## src/rtl/iwg_pkg.sv

```systemverilog
package iwg_pkg;

  typedef struct packed {
    logic [3:0] y;
    logic [3:0] ry;
    logic [3:0] by;
  } iwg_colour_t;

  localparam iwg_colour_t IWG_NO_COLOUR = '{y: 4'd0, ry: 4'd0, by: 4'd0};

  function automatic int iwg_addr_bits(input int n);
    return (n > 1) ? $clog2(n) : 1;
  endfunction

endpackage

```

## src/rtl/iwg_raster_count.sv

```systemverilog
module iwg_raster_count #(
  parameter int HCNT_W = 10,
  parameter int VCNT_W = 9
) (
  input  logic              clk,
  input  logic              rst_n,
  input  logic              hsync_n,
  input  logic              vsync_n,
  output logic [HCNT_W-1:0] hcnt,
  output logic [VCNT_W-1:0] vcnt
);
  localparam logic [HCNT_W-1:0] HMAX = '1;
  localparam logic [VCNT_W-1:0] VMAX = '1;

  logic hs_q, vs_q;
  logic h_fall, v_fall;

  assign h_fall = hs_q & ~hsync_n;
  assign v_fall = vs_q & ~vsync_n;

  always_ff @(posedge clk or negedge rst_n) begin
    if (!rst_n) begin
      hs_q <= 1'b1;
      vs_q <= 1'b1;
      hcnt <= '0;
      vcnt <= '0;
    end else begin
      hs_q <= hsync_n;
      vs_q <= vsync_n;
      if (h_fall)            hcnt <= '0;
      else if (hcnt != HMAX) hcnt <= hcnt + 1'b1;
      if (v_fall)                      vcnt <= '0;
      else if (h_fall && vcnt != VMAX) vcnt <= vcnt + 1'b1;
    end
  end
endmodule

```

## src/rtl/iwg_win_decode.sv

```systemverilog
module iwg_win_decode #(
  parameter int HCNT_W     = 10,
  parameter int VCNT_W     = 9,
  parameter int LUMA_W     = 180,
  parameter int LINES_NTSC = 72,
  parameter int LINES_PAL  = 84,
  parameter int H_SCALE    = 2,
  parameter int BORDER_W   = 2,
  parameter int BORDER_H   = 1,
  parameter int LINE_AW    = 7
) (
  input  logic [HCNT_W-1:0]  hcnt,
  input  logic [VCNT_W-1:0]  vcnt,
  input  logic [7:0]         hpos,
  input  logic [7:0]         vpos,
  input  logic               fmt_ntsc,
  output logic               in_win,
  output logic               in_border,
  output logic               win_first,
  output logic [LINE_AW-1:0] line_off
);
  localparam int XW = HCNT_W + 12;
  localparam int YW = VCNT_W + 12;

  logic [XW-1:0] x, x0, xe;
  logic [YW-1:0] y, y0, ye, nlines, dy;
  logic in_x, in_y, near_x, near_y;

  always_comb begin
    x      = XW'(hcnt);
    y      = YW'(vcnt);
    x0     = XW'(hpos) * XW'(H_SCALE);
    y0     = YW'(vpos);
    nlines = fmt_ntsc ? YW'(LINES_NTSC) : YW'(LINES_PAL);
    xe     = x0 + XW'(LUMA_W);
    ye     = y0 + nlines;
    in_x   = (x >= x0) && (x < xe);
    in_y   = (y >= y0) && (y < ye);
    near_x = (x + XW'(BORDER_W) >= x0) && (x < xe + XW'(BORDER_W));
    near_y = (y + YW'(BORDER_H) >= y0) && (y < ye + YW'(BORDER_H));
    dy     = y - y0;
  end

  assign in_win    = in_x && in_y;
  assign in_border = near_x && near_y && !in_win;
  assign win_first = (x == x0);
  assign line_off  = dy[LINE_AW-1:0];
endmodule

```

## src/rtl/iwg_read_addr.sv

```systemverilog
module iwg_read_addr #(
  parameter int CHROMA_W   = 44,
  parameter int CHROMA_DIV = 4,
  parameter int LUMA_AW    = 8,
  parameter int CHROMA_AW  = 6,
  parameter int LINE_AW    = 7
) (
  input  logic                 clk,
  input  logic                 rst_n,
  input  logic                 en,
  input  logic                 first,
  input  logic [LINE_AW-1:0]   line_off,
  output logic [LUMA_AW-1:0]   luma_idx,
  output logic [CHROMA_AW-1:0] chroma_idx,
  output logic [LINE_AW-1:0]   line_idx
);
  localparam logic [CHROMA_AW-1:0] CLAST = CHROMA_AW'(CHROMA_W - 1);

  logic [CHROMA_AW-1:0] c_inc;
  assign c_inc = (chroma_idx == CLAST) ? chroma_idx : chroma_idx + 1'b1;

  always_ff @(posedge clk or negedge rst_n) begin
    if (!rst_n) begin
      luma_idx <= '0;
      line_idx <= '0;
    end else if (en) begin
      luma_idx <= first ? '0 : luma_idx + 1'b1;
      line_idx <= line_off;
    end else begin
      luma_idx <= '0;
      line_idx <= '0;
    end
  end

  generate
    if (CHROMA_DIV == 1) begin : g_full_rate
      always_ff @(posedge clk or negedge rst_n) begin
        if (!rst_n)   chroma_idx <= '0;
        else if (en)  chroma_idx <= first ? '0 : c_inc;
        else          chroma_idx <= '0;
      end
    end else begin : g_divided
      localparam int PW = $clog2(CHROMA_DIV);
      localparam logic [PW-1:0] PLAST = PW'(CHROMA_DIV - 1);
      logic [PW-1:0] phase;
      always_ff @(posedge clk or negedge rst_n) begin
        if (!rst_n) begin
          phase      <= '0;
          chroma_idx <= '0;
        end else if (en && first) begin
          phase      <= '0;
          chroma_idx <= '0;
        end else if (en) begin
          if (phase == PLAST) begin
            phase      <= '0;
            chroma_idx <= c_inc;
          end else begin
            phase      <= phase + 1'b1;
          end
        end else begin
          phase      <= '0;
          chroma_idx <= '0;
        end
      end
    end
  endgenerate
endmodule

```

## src/rtl/inset_window_gen.sv

```systemverilog
module inset_window_gen
  import iwg_pkg::*;
#(
  parameter int HCNT_W     = 10,
  parameter int VCNT_W     = 9,
  parameter int LUMA_W     = 180,
  parameter int CHROMA_W   = 44,
  parameter int CHROMA_DIV = 4,
  parameter int LINES_NTSC = 72,
  parameter int LINES_PAL  = 84,
  parameter int H_SCALE    = 2,
  parameter int LUMA_AW    = iwg_addr_bits(LUMA_W),
  parameter int CHROMA_AW  = iwg_addr_bits(CHROMA_W),
  parameter int LINE_AW    = iwg_addr_bits((LINES_NTSC > LINES_PAL) ? LINES_NTSC : LINES_PAL)
) (
  input  logic                 clk,
  input  logic                 rst_n,
  input  logic                 hsync_n,
  input  logic                 vsync_n,
  input  logic                 show_en,
  input  logic                 fmt_ntsc,
  input  logic                 color_border_en,
  input  logic [7:0]           vpos,
  input  logic [7:0]           hpos,
  input  logic [3:0]           brd_y,
  input  logic [3:0]           brd_ry,
  input  logic [3:0]           brd_by,
  output logic                 sel_inset,
  output logic                 border_pulse,
  output logic                 border_ovr,
  output logic [3:0]           ovr_y,
  output logic [3:0]           ovr_ry,
  output logic [3:0]           ovr_by,
  output logic                 rd_en,
  output logic [LUMA_AW-1:0]   luma_idx,
  output logic [CHROMA_AW-1:0] chroma_idx,
  output logic [LINE_AW-1:0]   line_idx
);
  localparam int BORDER_W = 2;
  localparam int BORDER_H = 1;

  logic [HCNT_W-1:0]  hcnt;
  logic [VCNT_W-1:0]  vcnt;
  logic               in_win, in_border, win_first;
  logic [LINE_AW-1:0] line_off;
  logic               rd_next, brd_next, ovr_next;
  iwg_colour_t        colour_q, colour_next;

  iwg_raster_count #(.HCNT_W(HCNT_W), .VCNT_W(VCNT_W)) u_count (
    .clk(clk), .rst_n(rst_n), .hsync_n(hsync_n), .vsync_n(vsync_n),
    .hcnt(hcnt), .vcnt(vcnt)
  );

  iwg_win_decode #(
    .HCNT_W(HCNT_W), .VCNT_W(VCNT_W), .LUMA_W(LUMA_W),
    .LINES_NTSC(LINES_NTSC), .LINES_PAL(LINES_PAL), .H_SCALE(H_SCALE),
    .BORDER_W(BORDER_W), .BORDER_H(BORDER_H), .LINE_AW(LINE_AW)
  ) u_decode (
    .hcnt(hcnt), .vcnt(vcnt), .hpos(hpos), .vpos(vpos), .fmt_ntsc(fmt_ntsc),
    .in_win(in_win), .in_border(in_border), .win_first(win_first),
    .line_off(line_off)
  );

  assign rd_next  = show_en && in_win;
  assign brd_next = show_en && in_border;
  assign ovr_next = brd_next && color_border_en;

  always_comb begin
    colour_next = IWG_NO_COLOUR;
    if (ovr_next) colour_next = '{y: brd_y, ry: brd_ry, by: brd_by};
  end

  iwg_read_addr #(
    .CHROMA_W(CHROMA_W), .CHROMA_DIV(CHROMA_DIV), .LUMA_AW(LUMA_AW),
    .CHROMA_AW(CHROMA_AW), .LINE_AW(LINE_AW)
  ) u_addr (
    .clk(clk), .rst_n(rst_n), .en(rd_next), .first(win_first),
    .line_off(line_off), .luma_idx(luma_idx), .chroma_idx(chroma_idx),
    .line_idx(line_idx)
  );

  always_ff @(posedge clk or negedge rst_n) begin
    if (!rst_n) begin
      sel_inset    <= 1'b0;
      rd_en        <= 1'b0;
      border_pulse <= 1'b0;
      border_ovr   <= 1'b0;
      colour_q     <= IWG_NO_COLOUR;
    end else begin
      sel_inset    <= rd_next;
      rd_en        <= rd_next;
      border_pulse <= brd_next;
      border_ovr   <= ovr_next;
      colour_q     <= colour_next;
    end
  end

  assign ovr_y  = colour_q.y;
  assign ovr_ry = colour_q.ry;
  assign ovr_by = colour_q.by;
endmodule

```

## config.mk

```make
export PLATFORM = sky130hd
export DESIGN_NAME = inset_window_gen
export DESIGN_NICKNAME = d
export VERILOG_FILES = /design/src/rtl/iwg_pkg.sv /design/src/rtl/iwg_raster_count.sv /design/src/rtl/iwg_win_decode.sv /design/src/rtl/iwg_read_addr.sv /design/src/rtl/inset_window_gen.sv
export SDC_FILE = /design/constraint.sdc
export NUM_CORES = 1
export LEC_CHECK = 0
export ABC_AREA = 1
export BUFFER_PORTS_ARGS = -buffer_cell sky130_fd_sc_hd__buf_4
export CORE_MARGIN = 2
export CORE_UTILIZATION = 50
export CTS_CLUSTER_DIAMETER = 60
export DETAILED_ROUTE_END_ITERATION = 10
export PLACE_DENSITY = 0.81
export REMOVE_ABC_BUFFERS = 1
export SYNTH_ARGS = -nofsm -noshare
export SYNTH_HDL_FRONTEND = slang
export SYNTH_SLANG_ARGS = --single-unit
```

## constraint.sdc

```tcl
create_clock -name clk -period 6.3 [get_ports clk]
set_clock_uncertainty 0.05 [all_clocks]
set_input_delay 1.89 -clock clk [delete_from_list [all_inputs] [get_ports clk]]
set_output_delay 1.89 -clock clk [all_outputs]
set_load 0.02 [all_outputs]
```

Yosys cells after proc, flatten, opt, wreduce, memory -nomap -nowiden
Index checks and enable logic that the tools add are counted.
{ "op_classes": {"n_addsub": 12, "n_lt_le_gt_ge": 8, "n_eq_ne": 7, "n_mux": 16, "n_bitwise": 4, "reduce_logical": 16} }
{ "ops": {"columns": ["cell", "count"], "rows": [
  ["< comparator 10 x 22 -> 1 bit", 2],
  ["< comparator 9 x 21 -> 1 bit", 2],
  ["2-to-1 mux 6 bit", 4],
  ["adder 22 x 2 -> 22 bit, second input constant", 1],
  [">= comparator 22 x 9 -> 1 bit", 1],
  ["adder 21 x 1 -> 21 bit, second input constant", 1],
  ["2-to-1 mux 10 bit", 2],
  ["2-to-1 mux 9 bit", 2],
  ["2-to-1 mux 8 bit", 2],
  ["logical AND 1 bit", 12],
  ["2-to-1 mux 12 bit", 1],
  ["adder 10 x 2 -> 11 bit, second input constant", 1],
  ["adder 10 x 1 -> 10 bit, second input constant", 1],
  ["adder 9 x 1 -> 10 bit, second input constant", 1],
  ["adder 9 x 8 -> 10 bit, second input constant", 1],
  ["== test 10 x 9 -> 1 bit", 1],
  [">= comparator 10 x 8 -> 1 bit", 1],
  [">= comparator 10 x 9 -> 1 bit", 1],
  ["!= test 10 bit, second input constant", 1],
  ["adder 8 x 7 -> 9 bit", 1],
  ["adder 9 x 1 -> 9 bit, second input constant", 1],
  [">= comparator 9 x 8 -> 1 bit", 1],
  ["!= test 9 bit, second input constant", 1],
  ["adder 8 x 1 -> 8 bit, second input constant", 1],
  ["15 further kinds", 20]
]} }
{ "totals": {"register_bits": 59, "inputBits": 35, "output_inout_bits": 37, "word_cells": 77} }

Logic depth before layout (Yosys ltp)
{ "depth": {"depth_word": 10, "ltp_mapped": 21, "depth_no_buf": 20} }

Modules after synthesis
Synthesis repeated with hierarchy kept, for this count alone.
{ "unflattened": {"cells_unflattened": 717, "area_unflattened_um2": 5303.8} }
{ "modules_own_cells": {"columns": ["module", "n_inst", "cells_per_inst", "area_per_inst_um2", "seq_area_each_um2"], "rows": [
  ["iwg_win_decode", 1, 398, 2558.7, 0.0],
  ["iwg_raster_count", 1, 153, 1167.4, 528.0],
  ["iwg_read_addr", 1, 119, 1037.2, 575.6],
  ["inset_window_gen", 1, 47, 540.5, 375.4]
]} }

Least setup slack after synthesis
OpenSTA, ideal clock, no wires.
{ "synth_path": {"kind": "in2reg", "start": "input port fmt_ntsc", "end": "register colour_q (netlist bit ovr_by[2])", "setup_time_ps": 69, "t_arrival_ps": 4237, "required_time_ps": 6181, "path_slack_ps": 1945, "cell_stages": 17, "path_buffers": 1, "path_cell_list": "inv_1 ha_1 fa_1 nand3_1 nor2_1 nand2_1 nor3_1 a21oi_1 ha_1 a21oi_1 o21ai_0 nor2_1 nand2_1 nor2_2 nand4_2 buf_6 nor2_2"} }
{ "synth_rtl": {"columns": ["element", "line", "source"], "rows": [
  ["start: declaration", "inset_window_gen.sv:21", "input logic fmt_ntsc,"],
  ["end signal: assignment", "inset_window_gen.sv:94", "colour_q <= colour_next;"],
  ["end: declaration", "inset_window_gen.sv:47", "iwg_colour_t colour_q, colour_next;"]
]} }

==> summary.md <==
• **warning count from the yosys run** 0
• **register-to-register setup slack** 3.17 ns
• **critical path capture point type** flop
• **total via count in the routed design** 4329
• **clock network power share** 28.2%
• **Routability Congestion** 0.895
• **deepest clock path buffer count** 2
• **Worst Max-Slew Pin Slew** 0.722 ns
• **number of buffers created by CTS** 9
• **routed wire length** 10.9 mm
• **Routed wire per std cell** 12.8 um
• **R2R Path End** ovr_y[3]
• **CTS Root Cell** sky130_fd_sc_hd__clkbuf_8
• **VDD IR max** 0.000117 V
• **number of setup violations in the final report** 0
• **number of enable flip-flop cells after synthesis** 0
• **sequential element share of the synthesized area** 29.9%
• **Setup Buffers After CTS** 0
• **run status** complete, no violations
• **sum of overflow across all layers after global routing** 0
• **initial standard-cell utilization of the core** 51.0%
• **final worst path period share** 73.8%
• **placement row count** 36
• **cell count of the worst hold path** 1
• **Switching Fraction** 35.8%
• **Worst R2R Path Depth** 17
• **data arrival time of the critical path** 4.85 ns
• **CTS-repair resized insts** 0
• **static leakage** 3.27 nW
• **detailed-placement wirelength estimate** 8.97 mm
• **clock transition at the register clock pins on the worst setup and hold paths after CTS** 0.07 ns
• **Total Die Area** 10700 um2
• **global-route usage over all layers** 22.2%
• **die width** 103 um
• **number of global-route vias before repair** 4295
• **Remaining DRCs** 0
• **Min Clock Period, post-route** 4.65 ns
• **pin count of the biggest net entering global routing** 60
• **end point of the most critical hold path** u_addr.luma_idx[0]
• **number of fill cells** 872
• **final count of hold timing violations** 0
• **Min-Delay Path Class** reg2reg
• **clock latency reported for the late side of the worst-skew pair** 0.33 ns
• **startpoint of the lowest-slack register-to-register path** u_count.hcnt[2]
• **Layout area overhead** 17.2%
• **Pint** 0.701 mW
• **DR pass1 iterations** 4
• **Post-Synthesis Cell Area** 4940 um2
• **most instantiated flip-flop cell in the synthesis netlist** sky130_fd_sc_hd__dfrtp_1
• **number of primary I/O pins** 72
• **TritonCTS clock tree** yes
• **initial DRC count** 113
• **Achievable Freq** 215 MHz
• **distinct cell type count of the synthesized netlist** 34
• **asr flop ratio synth** 100%
• **final setup TNS** 0 ns
• **crit path kind** in2reg
• **core footprint** 9680 um2
• **post-synthesis register bit count** 59
• **peak fanout along the critical path** 13
• **max-slew violation count** 0
• **wire length of the first global-routing pass** 18.9 mm
• **share of post-route cells with drive strength above 1** 18.1%
• **Crit path required time** 6.49 ns
• **Startpoint Class** input port
• **relative max-transition margin** 51.9%
• **H-tree Lvls** 3
• **synthesized netlist cell count** 641
• **clock sinks** 59
• **Final ANT Viol Nets** 0
• **switching component of the power** 0.391 mW
• **maxcap violations** 0
• **antenna violations before repair** 0
• **Seq pwr share** 40.2%
• **nets@finish** 835
• **height of the die** 103 um
• **power density normalized to cell area** 189 nW/um2
• **average instance area after synthesis** 7.70 um2
• **logic gate share of total power** 31.6%
• **antenna cell count** 0
• **hold-fix buffer count after cts** 0
• **Min-Delay Startpoint** u_addr.luma_idx[0]
• **Post-Route Utilization** 59.8%
• **count of input and output buffers** 71
• **vias per cell** 5.05
• **setup repair after global routing missed its margin** false
## worst max path at each step
stage                        start   endpoint  slack, ns  cells past startpoint
final                     fmt_ntsc   ovr_y[3]       1.65                     17
after global routing      fmt_ntsc  ovr_by[0]       1.36                     17
after CTS                 fmt_ntsc   ovr_y[0]       1.65                     17
after detailed placement  fmt_ntsc  ovr_ry[2]       1.31                     17
after global placement    fmt_ntsc   ovr_y[3]       1.43                     17
after floorplan           fmt_ntsc  ovr_by[0]       1.82                     16
## worst max-delay path: stages
cell and delay (ns):
sky130_fd_sc_hd__buf_4 0.10, sky130_fd_sc_hd__inv_1 0.06, sky130_fd_sc_hd__ha_1 0.22, sky130_fd_sc_hd__fa_1 0.54
sky130_fd_sc_hd__nand3_1 0.12, sky130_fd_sc_hd__nor2_1 0.12, sky130_fd_sc_hd__nand2_1 0.09, sky130_fd_sc_hd__nor3_1 0.18
sky130_fd_sc_hd__a21oi_1 0.06, sky130_fd_sc_hd__ha_1 0.29, sky130_fd_sc_hd__a21oi_1 0.15, sky130_fd_sc_hd__o21ai_0 0.10
sky130_fd_sc_hd__nor2_1 0.10, sky130_fd_sc_hd__nand2_1 0.07, sky130_fd_sc_hd__nor2_2 0.15, sky130_fd_sc_hd__nand4_2 0.39
sky130_fd_sc_hd__nor2_1 0.21
## metal layers
metal	up-vias	GRT usage (%)	share of wire, %
met5	-	0	0
met4	0	5.97	1.6
met3	15	4.30	3.3
met2	77	40.6	53
met1	2029	26.5	42
li1	2208	-	-
## flip-flops by register name, indices dropped and copies added, names as in the netlist, 2 cells and up
register	count
ovr_y	4
u_addr.chroma_idx	6
ovr_ry	4
u_count.vcnt	9
u_addr.g_divided.phase	2
u_count.hcnt	10
ovr_by	4
u_addr.luma_idx	8
u_addr.line_idx	7
## layout by cell type, fill, tap and decap left out, types with 4 or more instances in the layout
cell,n
sky130_fd_sc_hd__nor3_1,11
sky130_fd_sc_hd__o21ai_0,16
sky130_fd_sc_hd__xnor2_1,13
sky130_fd_sc_hd__nand4_1,9
sky130_fd_sc_hd__buf_4,71
sky130_fd_sc_hd__dfrtp_1,57
sky130_fd_sc_hd__nor2_1,65
sky130_fd_sc_hd__inv_1,108
sky130_fd_sc_hd__o22ai_1,5
sky130_fd_sc_hd__or2_2,7
sky130_fd_sc_hd__xor2_1,25
sky130_fd_sc_hd__o21a_1,4
sky130_fd_sc_hd__nand2_1,120
sky130_fd_sc_hd__nand2_2,4
sky130_fd_sc_hd__a21oi_1,33
sky130_fd_sc_hd__clkbuf_8,11
sky130_fd_sc_hd__a31oi_1,4
sky130_fd_sc_hd__nand3_1,33
sky130_fd_sc_hd__nor2_2,25
sky130_fd_sc_hd__ha_1,78
## power by group through the flow
stage               sequential [mW]  combinational (mW)  clock, mW
global route                  0.444               0.404      0.336
finish                        0.439               0.346      0.308
detailed placement            0.446               0.345          0
global placement              0.443               0.325          0
floorplan                     0.433               0.250          0
CTS                           0.439               0.347      0.316
## logic make-up (layout without fill, tap and decap cells)
family,Yosys count,after routing,share of synthesized area [%]
buffers and inverters,113,197,8.97
AND/OR/NAND/NOR,283,283,26.1
AO/OA/AOI/OAI,68,68,7.65
adder cells (fa/ha/maj),80,80,20.6
XOR/XNOR,38,38,6.74
flip-flops,59,59,29.9
## per-stage QoR
stage	instances	setup slack [ns]	hold WS, ns	instance area [um2]	power, mW
after global placement	842	1.43	0.442	5610	0.769
after CTS	858	1.65	0.461	5790	1.10
final	858	1.65	0.456	5790	1.09
after detailed placement	842	1.31	0.444	5610	0.791
after floorplan	638	1.82	0.443	4910	0.683
after global routing	858	1.36	0.495	5790	1.18
## synth_stat cells, types with 11 or more instances
library cell                n  area share, %
sky130_fd_sc_hd__nand2_1  120            9.1
sky130_fd_sc_hd__a21oi_1   33            3.3
sky130_fd_sc_hd__ha_1      78             20
sky130_fd_sc_hd__nor3_1    11            1.1
sky130_fd_sc_hd__nor2_1    65            4.9
sky130_fd_sc_hd__o21ai_0   16            1.6
sky130_fd_sc_hd__dfrtp_1   57             29
sky130_fd_sc_hd__inv_1    108            8.2
sky130_fd_sc_hd__nor2_2    25            3.2
sky130_fd_sc_hd__xor2_1    25            4.4
sky130_fd_sc_hd__nand3_1   33            3.3
sky130_fd_sc_hd__xnor2_1   13            2.3
## cell type report
| type | count | area (um2) | area share (%) |
|---|---|---|---|
| Timing Repair Buffer | 71 | 533 | 9.21 |
| Clock inverter | 4 | 25.0 | 0.432 |
| Tap cell | 133 | 166 | 2.88 |
| Sequential cell | 59 | 1480 | 25.6 |
| Inverter | 110 | 413 | 7.13 |
| Multi-Input combinational cell | 469 | 3020 | 52.1 |
| Clock buffer | 12 | 155 | 2.68 |
Note: power is estimated with default switching activity, not from simulation.
